--- src/rtl/bkpt_pkg.sv ---
package bkpt_pkg;
  localparam int TYPE_W = 2;
  localparam logic [TYPE_W-1:0] TYPE_NONE = '0;

  typedef enum logic {
    OP_INSERT = 1'b0,
    OP_DELETE = 1'b1
  } bkpt_op_e;

  typedef enum logic [1:0] {
    ST_IDLE,
    ST_SHIFT,
    ST_RESP
  } bkpt_state_e;
endpackage

--- src/rtl/bkpt_store.sv ---
module bkpt_store
  import bkpt_pkg::*;
#(
  parameter int DEPTH  = 8,
  parameter int ADDR_W = 32,
  localparam int IDX_W = $clog2(DEPTH),
  localparam int CNT_W = $clog2(DEPTH + 1)
) (
  input  logic                           clk,
  input  logic                           rst_n,
  input  logic                           app_en,
  input  logic [ADDR_W-1:0]              app_addr,
  input  logic [TYPE_W-1:0]              app_type,
  input  logic                           mv_en,
  input  logic [IDX_W-1:0]               mv_idx,
  input  logic                           drop_en,
  output logic [DEPTH-1:0][ADDR_W-1:0]   slot_addr,
  output logic [DEPTH-1:0][TYPE_W-1:0]   slot_type,
  output logic [DEPTH-1:0]               slot_live,
  output logic [CNT_W-1:0]               count
);

  // Slot i takes an append when it is the first free slot, or its upper
  // neighbour's contents during a compaction step aimed at it.
  always_ff @(posedge clk or negedge rst_n) begin
    if (!rst_n) begin
      slot_addr <= '0;
      slot_type <= '0;
      count     <= '0;
    end else begin
      for (int i = 0; i < DEPTH; i++) begin
        if (app_en && count == CNT_W'(i)) begin
          slot_addr[i] <= app_addr;
          slot_type[i] <= app_type;
        end else if (mv_en && mv_idx == IDX_W'(i) && i < DEPTH - 1) begin
          slot_addr[i] <= slot_addr[(i + 1) % DEPTH];
          slot_type[i] <= slot_type[(i + 1) % DEPTH];
        end
      end
      if (app_en)
        count <= count + CNT_W'(1);
      else if (drop_en)
        count <= count - CNT_W'(1);
    end
  end

  for (genvar g = 0; g < DEPTH; g++) begin : g_live
    assign slot_live[g] = CNT_W'(g) < count;
  end

  AST_COUNT_LIMIT: assert property (@(posedge clk) disable iff (!rst_n)
    count <= CNT_W'(DEPTH));
  AST_APPEND_ROOM: assert property (@(posedge clk) disable iff (!rst_n)
    app_en |-> count < CNT_W'(DEPTH));
  AST_APPEND_STEP: assert property (@(posedge clk) disable iff (!rst_n)
    app_en |=> count == $past(count) + CNT_W'(1));
  AST_DROP_NONEMPTY: assert property (@(posedge clk) disable iff (!rst_n)
    drop_en |-> count != '0);
  AST_NO_APPEND_DROP: assert property (@(posedge clk) disable iff (!rst_n)
    !(app_en && (drop_en || mv_en)));

endmodule

--- src/rtl/bkpt_match.sv ---
module bkpt_match
  import bkpt_pkg::*;
#(
  parameter int DEPTH    = 8,
  parameter int ADDR_W   = 32,
  parameter bit USE_TYPE = 1'b1,
  localparam int IDX_W   = $clog2(DEPTH)
) (
  input  logic [ADDR_W-1:0]              key_addr,
  input  logic [TYPE_W-1:0]              key_type,
  input  logic [DEPTH-1:0][ADDR_W-1:0]   slot_addr,
  input  logic [DEPTH-1:0][TYPE_W-1:0]   slot_type,
  input  logic [DEPTH-1:0]               slot_live,
  output logic                           hit,
  output logic [IDX_W-1:0]               hit_idx
);

  logic [DEPTH-1:0] eq;

  for (genvar g = 0; g < DEPTH; g++) begin : g_cmp
    assign eq[g] = slot_live[g] && (slot_addr[g] == key_addr) &&
                   (!USE_TYPE || (slot_type[g] == key_type));
  end

  // Priority toward the lowest slot: scan downward, last hit wins.
  always_comb begin
    hit     = |eq;
    hit_idx = '0;
    for (int i = DEPTH - 1; i >= 0; i--) begin
      if (eq[i]) hit_idx = IDX_W'(i);
    end
  end

endmodule

--- src/rtl/bkpt_ctrl.sv ---
module bkpt_ctrl
  import bkpt_pkg::*;
#(
  parameter int DEPTH  = 8,
  parameter int ADDR_W = 32,
  localparam int IDX_W = $clog2(DEPTH),
  localparam int CNT_W = $clog2(DEPTH + 1)
) (
  input  logic              clk,
  input  logic              rst_n,
  input  logic              cmd_valid,
  output logic              cmd_ready,
  input  logic              cmd_op,
  input  logic [ADDR_W-1:0] cmd_addr,
  input  logic [TYPE_W-1:0] cmd_type,
  output logic              rsp_valid,
  input  logic              rsp_ready,
  output logic              rsp_ok,
  output logic              inval_valid,
  output logic [ADDR_W-1:0] inval_addr,
  input  logic [CNT_W-1:0]  count,
  input  logic              del_hit,
  input  logic [IDX_W-1:0]  del_idx,
  output logic              app_en,
  output logic              mv_en,
  output logic [IDX_W-1:0]  mv_idx,
  output logic              drop_en
);

  bkpt_state_e       state;
  logic [IDX_W-1:0]  idx_q;
  logic              ok_q;
  logic              inval_q;
  logic [ADDR_W-1:0] iaddr_q;

  logic             accept, ins_go, del_go, del_tail, shift_done;
  logic [CNT_W-1:0] last_idx;

  assign cmd_ready  = (state == ST_IDLE);
  assign accept     = cmd_valid && cmd_ready;
  assign last_idx   = count - CNT_W'(1);
  assign ins_go     = accept && cmd_op == OP_INSERT && count < CNT_W'(DEPTH) &&
                      cmd_type != TYPE_NONE;
  assign del_go     = accept && cmd_op == OP_DELETE && del_hit;
  assign del_tail   = del_go && (CNT_W'(del_idx) == last_idx);
  assign shift_done = (state == ST_SHIFT) &&
                      (CNT_W'(idx_q) + CNT_W'(1) == last_idx);

  assign app_en  = ins_go;
  assign mv_en   = (state == ST_SHIFT);
  assign mv_idx  = idx_q;
  assign drop_en = del_tail || shift_done;

  assign rsp_valid   = (state == ST_RESP);
  assign rsp_ok      = ok_q;
  assign inval_valid = inval_q;
  assign inval_addr  = iaddr_q;

  always_ff @(posedge clk or negedge rst_n) begin
    if (!rst_n) begin
      state   <= ST_IDLE;
      idx_q   <= '0;
      ok_q    <= 1'b0;
      inval_q <= 1'b0;
      iaddr_q <= '0;
    end else begin
      inval_q <= 1'b0;
      case (state)
        ST_IDLE: begin
          if (accept) begin
            iaddr_q <= cmd_addr;
            if (del_go && !del_tail) begin
              state <= ST_SHIFT;
              idx_q <= del_idx;
            end else begin
              state   <= ST_RESP;
              ok_q    <= ins_go || del_go;
              inval_q <= ins_go || del_go;
            end
          end
        end
        ST_SHIFT: begin
          idx_q <= idx_q + IDX_W'(1);
          if (shift_done) begin
            state   <= ST_RESP;
            ok_q    <= 1'b1;
            inval_q <= 1'b1;
          end
        end
        ST_RESP: begin
          if (rsp_ready) state <= ST_IDLE;
        end
        default: state <= ST_IDLE;
      endcase
    end
  end

  AST_RSP_HOLD: assert property (@(posedge clk) disable iff (!rst_n)
    rsp_valid && !rsp_ready |=> rsp_valid && $stable(rsp_ok));
  AST_INVAL_PULSE: assert property (@(posedge clk) disable iff (!rst_n)
    inval_valid |=> !inval_valid);
  AST_INVAL_WITH_RSP: assert property (@(posedge clk) disable iff (!rst_n)
    inval_valid |-> rsp_valid && rsp_ok);
  AST_SHIFT_RANGE: assert property (@(posedge clk) disable iff (!rst_n)
    mv_en |-> CNT_W'(mv_idx) + CNT_W'(2) <= count);
  AST_FULL_REJECT: assert property (@(posedge clk) disable iff (!rst_n)
    cmd_valid && cmd_ready && cmd_op == OP_INSERT && count == CNT_W'(DEPTH)
    |=> rsp_valid && !rsp_ok && !inval_valid);
  AST_ZERO_KIND_REJECT: assert property (@(posedge clk) disable iff (!rst_n)
    cmd_valid && cmd_ready && cmd_op == OP_INSERT && cmd_type == TYPE_NONE
    |=> rsp_valid && !rsp_ok);
  AST_DEL_MISS: assert property (@(posedge clk) disable iff (!rst_n)
    cmd_valid && cmd_ready && cmd_op == OP_DELETE && !del_hit
    |=> rsp_valid && !rsp_ok && !inval_valid);

endmodule

--- src/rtl/bkpt_table.sv ---
module bkpt_table
  import bkpt_pkg::*;
#(
  parameter int DEPTH  = 8,
  parameter int ADDR_W = 32
) (
  input  logic              clk,
  input  logic              rst_n,
  input  logic              cmd_valid,
  output logic              cmd_ready,
  input  logic              cmd_op,
  input  logic [ADDR_W-1:0] cmd_addr,
  input  logic [1:0]        cmd_type,
  output logic              rsp_valid,
  input  logic              rsp_ready,
  output logic              rsp_ok,
  input  logic [ADDR_W-1:0] fetch_addr,
  output logic [1:0]        fetch_type,
  output logic              inval_valid,
  output logic [ADDR_W-1:0] inval_addr
);

  localparam int IDX_W = $clog2(DEPTH);
  localparam int CNT_W = $clog2(DEPTH + 1);

  logic [DEPTH-1:0][ADDR_W-1:0] slot_addr;
  logic [DEPTH-1:0][TYPE_W-1:0] slot_type;
  logic [DEPTH-1:0]             slot_live;
  logic [CNT_W-1:0]             count;
  logic                         app_en, mv_en, drop_en;
  logic [IDX_W-1:0]             mv_idx;
  logic                         del_hit, look_hit;
  logic [IDX_W-1:0]             del_idx, look_idx;

  bkpt_store #(.DEPTH(DEPTH), .ADDR_W(ADDR_W)) u_store (
    .clk(clk), .rst_n(rst_n),
    .app_en(app_en), .app_addr(cmd_addr), .app_type(cmd_type),
    .mv_en(mv_en), .mv_idx(mv_idx), .drop_en(drop_en),
    .slot_addr(slot_addr), .slot_type(slot_type),
    .slot_live(slot_live), .count(count)
  );

  bkpt_match #(.DEPTH(DEPTH), .ADDR_W(ADDR_W), .USE_TYPE(1'b1)) u_del_match (
    .key_addr(cmd_addr), .key_type(cmd_type),
    .slot_addr(slot_addr), .slot_type(slot_type), .slot_live(slot_live),
    .hit(del_hit), .hit_idx(del_idx)
  );

  bkpt_match #(.DEPTH(DEPTH), .ADDR_W(ADDR_W), .USE_TYPE(1'b0)) u_look_match (
    .key_addr(fetch_addr), .key_type(TYPE_NONE),
    .slot_addr(slot_addr), .slot_type(slot_type), .slot_live(slot_live),
    .hit(look_hit), .hit_idx(look_idx)
  );

  assign fetch_type = look_hit ? slot_type[look_idx] : TYPE_NONE;

  bkpt_ctrl #(.DEPTH(DEPTH), .ADDR_W(ADDR_W)) u_ctrl (
    .clk(clk), .rst_n(rst_n),
    .cmd_valid(cmd_valid), .cmd_ready(cmd_ready), .cmd_op(cmd_op),
    .cmd_addr(cmd_addr), .cmd_type(cmd_type),
    .rsp_valid(rsp_valid), .rsp_ready(rsp_ready), .rsp_ok(rsp_ok),
    .inval_valid(inval_valid), .inval_addr(inval_addr),
    .count(count), .del_hit(del_hit), .del_idx(del_idx),
    .app_en(app_en), .mv_en(mv_en), .mv_idx(mv_idx), .drop_en(drop_en)
  );

  AST_LOOKUP_LIVE: assert property (@(posedge clk) disable iff (!rst_n)
    count == '0 |-> fetch_type == TYPE_NONE);

endmodule

--- config.mk ---
export PLATFORM = sky130hd
export DESIGN_NAME = bkpt_table
export DESIGN_NICKNAME = d
export VERILOG_FILES = /design/src/rtl/bkpt_pkg.sv /design/src/rtl/bkpt_store.sv /design/src/rtl/bkpt_match.sv /design/src/rtl/bkpt_ctrl.sv /design/src/rtl/bkpt_table.sv
export SDC_FILE = /design/constraint.sdc
export NUM_CORES = 1
export LEC_CHECK = 0
export BUFFER_PORTS_ARGS = -buffer_cell sky130_fd_sc_hd__buf_2
export CORE_MARGIN = 2
export CORE_UTILIZATION = 58
export CTS_BUF_LIST = sky130_fd_sc_hd__clkbuf_8
export DETAILED_ROUTE_END_ITERATION = 10
export GPL_TIMING_DRIVEN = 0
export PLACE_DENSITY_LB_ADDON = 0.1
export SLEW_MARGIN = 20
export SYNTH_ARGS = -nofsm -noshare
export SYNTH_HDL_FRONTEND = slang
export SYNTH_HIERARCHICAL = 1
export SYNTH_SLANG_ARGS = --single-unit
--- constraint.sdc ---
create_clock -name clk -period 3.33 [get_ports clk]
set_input_delay 0.4995 -clock clk [delete_from_list [all_inputs] [get_ports clk]]
set_output_delay 0.4995 -clock clk [all_outputs]
set_load 0.05 [all_outputs]
==> key figures <==
Global route
  • Vias in the first global route: 18600
  • Tot GR Track Use: 52.4%
  • First-pass GRT wire length: 140000 um
  • Largest net degree at the start of global routing: 92
  • Initial antenna violation count: 7
  • GRT Residual Overflow: 0

Route
  • Via count: 19300
  • Antenna viol nets, final: 0
  • WL met3: 15500 um
  • Wl on met1: 34800 um
  • DR pass1 iterations: 9
  • Metal2 WL: 40300 um
  • Top Metal Used: met5
  • Via density: 6.74
  • Starting DRT DRC Count: 2907
  • DR DRC count: 0
  • Drt wl/cell: 35.3 um
  • Total wire length: 101000 um

Floorplan
  • Num ports: 109
  • Initial Util: 58.8%
  • Row cnt: 70
  • CORE AREA: 36500 um2
  • Die Area: 38600 um2
  • Die Y: 196 um
  • DIE WIDTH: 196 um

Cells and area
  • Filler cells: 2859
  • Layout cells sized above 1: 22.7%
  • Final nets: 2432
  • Finished Cell Area: 24900 um2
  • Final Non-Filler Cells: 2870
  • FF/Latch Area: 7900 um2
  • Core Util, Final: 68.1%
  • Area grow syn2layout: 16.0%
  • Multi-input logic area: 13200 um2

Pwr
  • Net switching power: 4800 uW
  • Cell Pwr Density: 496 nW/um2
  • Comb power frac: 31.4%
  • Internal: 7550 uW
  • Clk network pwr share: 28.7%
  • Sw frac: 38.9%
  • Leakage: 0.0101 uW
  • Register share of total power: 39.9%
  • Worst vdd ir: 0.408 mV

Clocking
  • CTS tree: done
  • Worst-Skew Late Latency: 0.67 ns
  • Clk buf depth: 3
  • TritonCTS Buffers: 54
  • H-tree depth: 2
  • Clk slew on worst S/H paths: 0.07 ns
  • Root Buffer: clkbuf_8
  • Clock Sinks: 315

Logic synthesis
  • Post-Syn Area: 21500 um2
  • Ys Warns: 6
  • Gate Count Post-Synth: 2172
  • Average size of a mapped cell: 9.88 um2
  • Syn nets: 2250

Status
  • Violated checks: setup timing
  • Status: complete, but fails checks

STA
  • Least-Margin Pin Slew: 1.29 ns
  • Fin crit period: 4.77 ns
  • Slew headroom: 13.8%
  • FMAX: 0.210 GHz
  • Slew Viols, Final: 0
  • Final Skew: 0.0143 ns
  • RSZ-0062 raised after global routing: yes
  • Period utilization: 143%
  • PnR worst setup slack: -1.44 ns
  • Final Hold Fails: 0
  • Setup violators final: 14

Placement
  • Placed instance area: 22700 um2
  • Placer's final routability congestion estimate: 1.15
  • Setup slack at placement: -1.67 ns
  • DP Cell Count: 2719
  • DPL Wire Length: 75400 um
  • Port-buffer cells: 76

Worst setup path
  • Cells along the critical path: xor2_1, nor4_2, nand4_1, nor4_4, nand2b_4, nand3b_1, nor3b_4, mux4_2, mux2i_4, nor2_4, buf_6
  • Crit start category: register
  • Element type at the critical path end: primary output
  • Worst stage delay on the critical path: 0.58 ns
  • Worst endpoint data arrival time: 4.27 ns
  • Setup CP Type: reg -> out
  • Worst EP required: 2.83 ns
  • Crit path max-delay family: simple AND/OR/NAND/NOR gates
  • CP Buf/Inv Count: 1
  • Max FO, Critical Path: 3
  • CP max stage cell: mux4_2

Run
  • Number of max-cap violations: 0

Min path
  • Min-Delay Path Class: in -> reg
## registers in the layout (all words and copies together) (netlist names)
name                count
u_ctrl/inval_addr      32
u_store/slot_type      16
u_store/count           4
u_ctrl/mv_idx           3
u_store/slot_addr     256
u_ctrl/inval_valid      1
u_ctrl/rsp_ok           1
u_ctrl/state            2
## repair_timing
action / 4_1_cts / 5_1_grt
buffers inserted: 38 / 16
hold endpoints to repair: 80 / 0
pin swaps: 42 / 31
setup endpoints to repair: 78 / 35
gates resized for setup: 106 / 34
hold buffers: 1 / 0
## power by group through the flow
stage               logic, uW  registers, uW  clock network, uW
floorplan                1820           5050                  0
global placement         3090           4970                  0
detailed placement       3160           4990                  0
CTS                      3600           4880               3530
global route             3970           4950               3690
finish                   3880           4920               3540
## routing by layer
layer / vias to the layer above / global-route usage (%)
met5: - / 0
met3: 502 / 22.0
li1: 7795 / -
met2: 1696 / 72.8
met1: 9337 / 62.8
met4: 6 / 44.4
## worst paths after layout
kind	slack (ns)	startpoint	end	depth (start not counted)
min reg2reg	0.47	u_ctrl/inval_addr[4]	u_ctrl/inval_addr[4]	2
min in group asynchronous	0.40	rst_n	u_ctrl/inval_addr[2]	2
max	-1.44	u_store/slot_addr[245]	fetch_type[0]	11
max reg2reg	-0.80	u_store/count[0]	u_store/count[3]	17
max in group asynchronous	1.52	rst_n	u_store/slot_addr[242]	4
min	0.05	cmd_addr[3]	u_ctrl/inval_addr[3]	3
## worst reg2reg max path: stages, from the launching register on
cell and delay (ns):
dfrtp_2 0.39, buf_6 0.12, inv_4 0.04, ha_4 0.16, o21bai_4 0.23, nand4_1 0.38, nor4_2 0.41, nand3_2 0.25
a21boi_2 0.25, o21ai_2 0.24, a21boi_2 0.11, xor2_1 0.25, and3_4 0.26, nand2_4 0.07, o21ai_4 0.23, nand2b_1 0.11
o41ai_2 0.34, xor2_1 0.20
## cell type report
type	count	area share, %
Multi-Input combinational cell	1651	52.9
Sequential cell	315	31.7
Buffer	185	4.85
Clock buffer	67	3.71
Timing Repair Buffer	129	3.59
Tap cell	468	2.35
Clock inverter	31	0.513
Inverter	18	0.282
Antenna cell	6	0.0603
## cells in the final DEF, fill, tap and decap left out, types with 7 or more instances in the layout
cell / count
a21oi_1: 70
buf_1: 33
buf_2: 118
buf_4: 53
buf_6: 47
buf_8: 9
clkbuf_1: 45
clkbuf_8: 67
dfrtp_1: 302
dfrtp_2: 13
inv_1: 43
mux2_2: 42
mux2_4: 60
mux2i_1: 204
nand2_1: 239
nand2b_1: 8
nand3_1: 16
nand4_1: 109
nor2_1: 76
nor3_1: 13
nor4_1: 26
nor4_2: 10
nor4_4: 7
o21ai_0: 134
xnor2_1: 385
xnor2_2: 39
xor2_1: 101
## per-stage QoR
step | total power (uW) | hold slack, ns | TNS [ns]
after floorplan | 6870 | 0.204 | -0.0385
after global placement | 8060 | 0.454 | -1375.19
after detailed placement | 8140 | 0.457 | -35.77
after CTS | 12000 | 0.0250 | -4.09
after global routing | 12600 | 0.0741 | -6.77
final | 12300 | 0.0501 | -7.68
(Power assumes the default switching activity.)
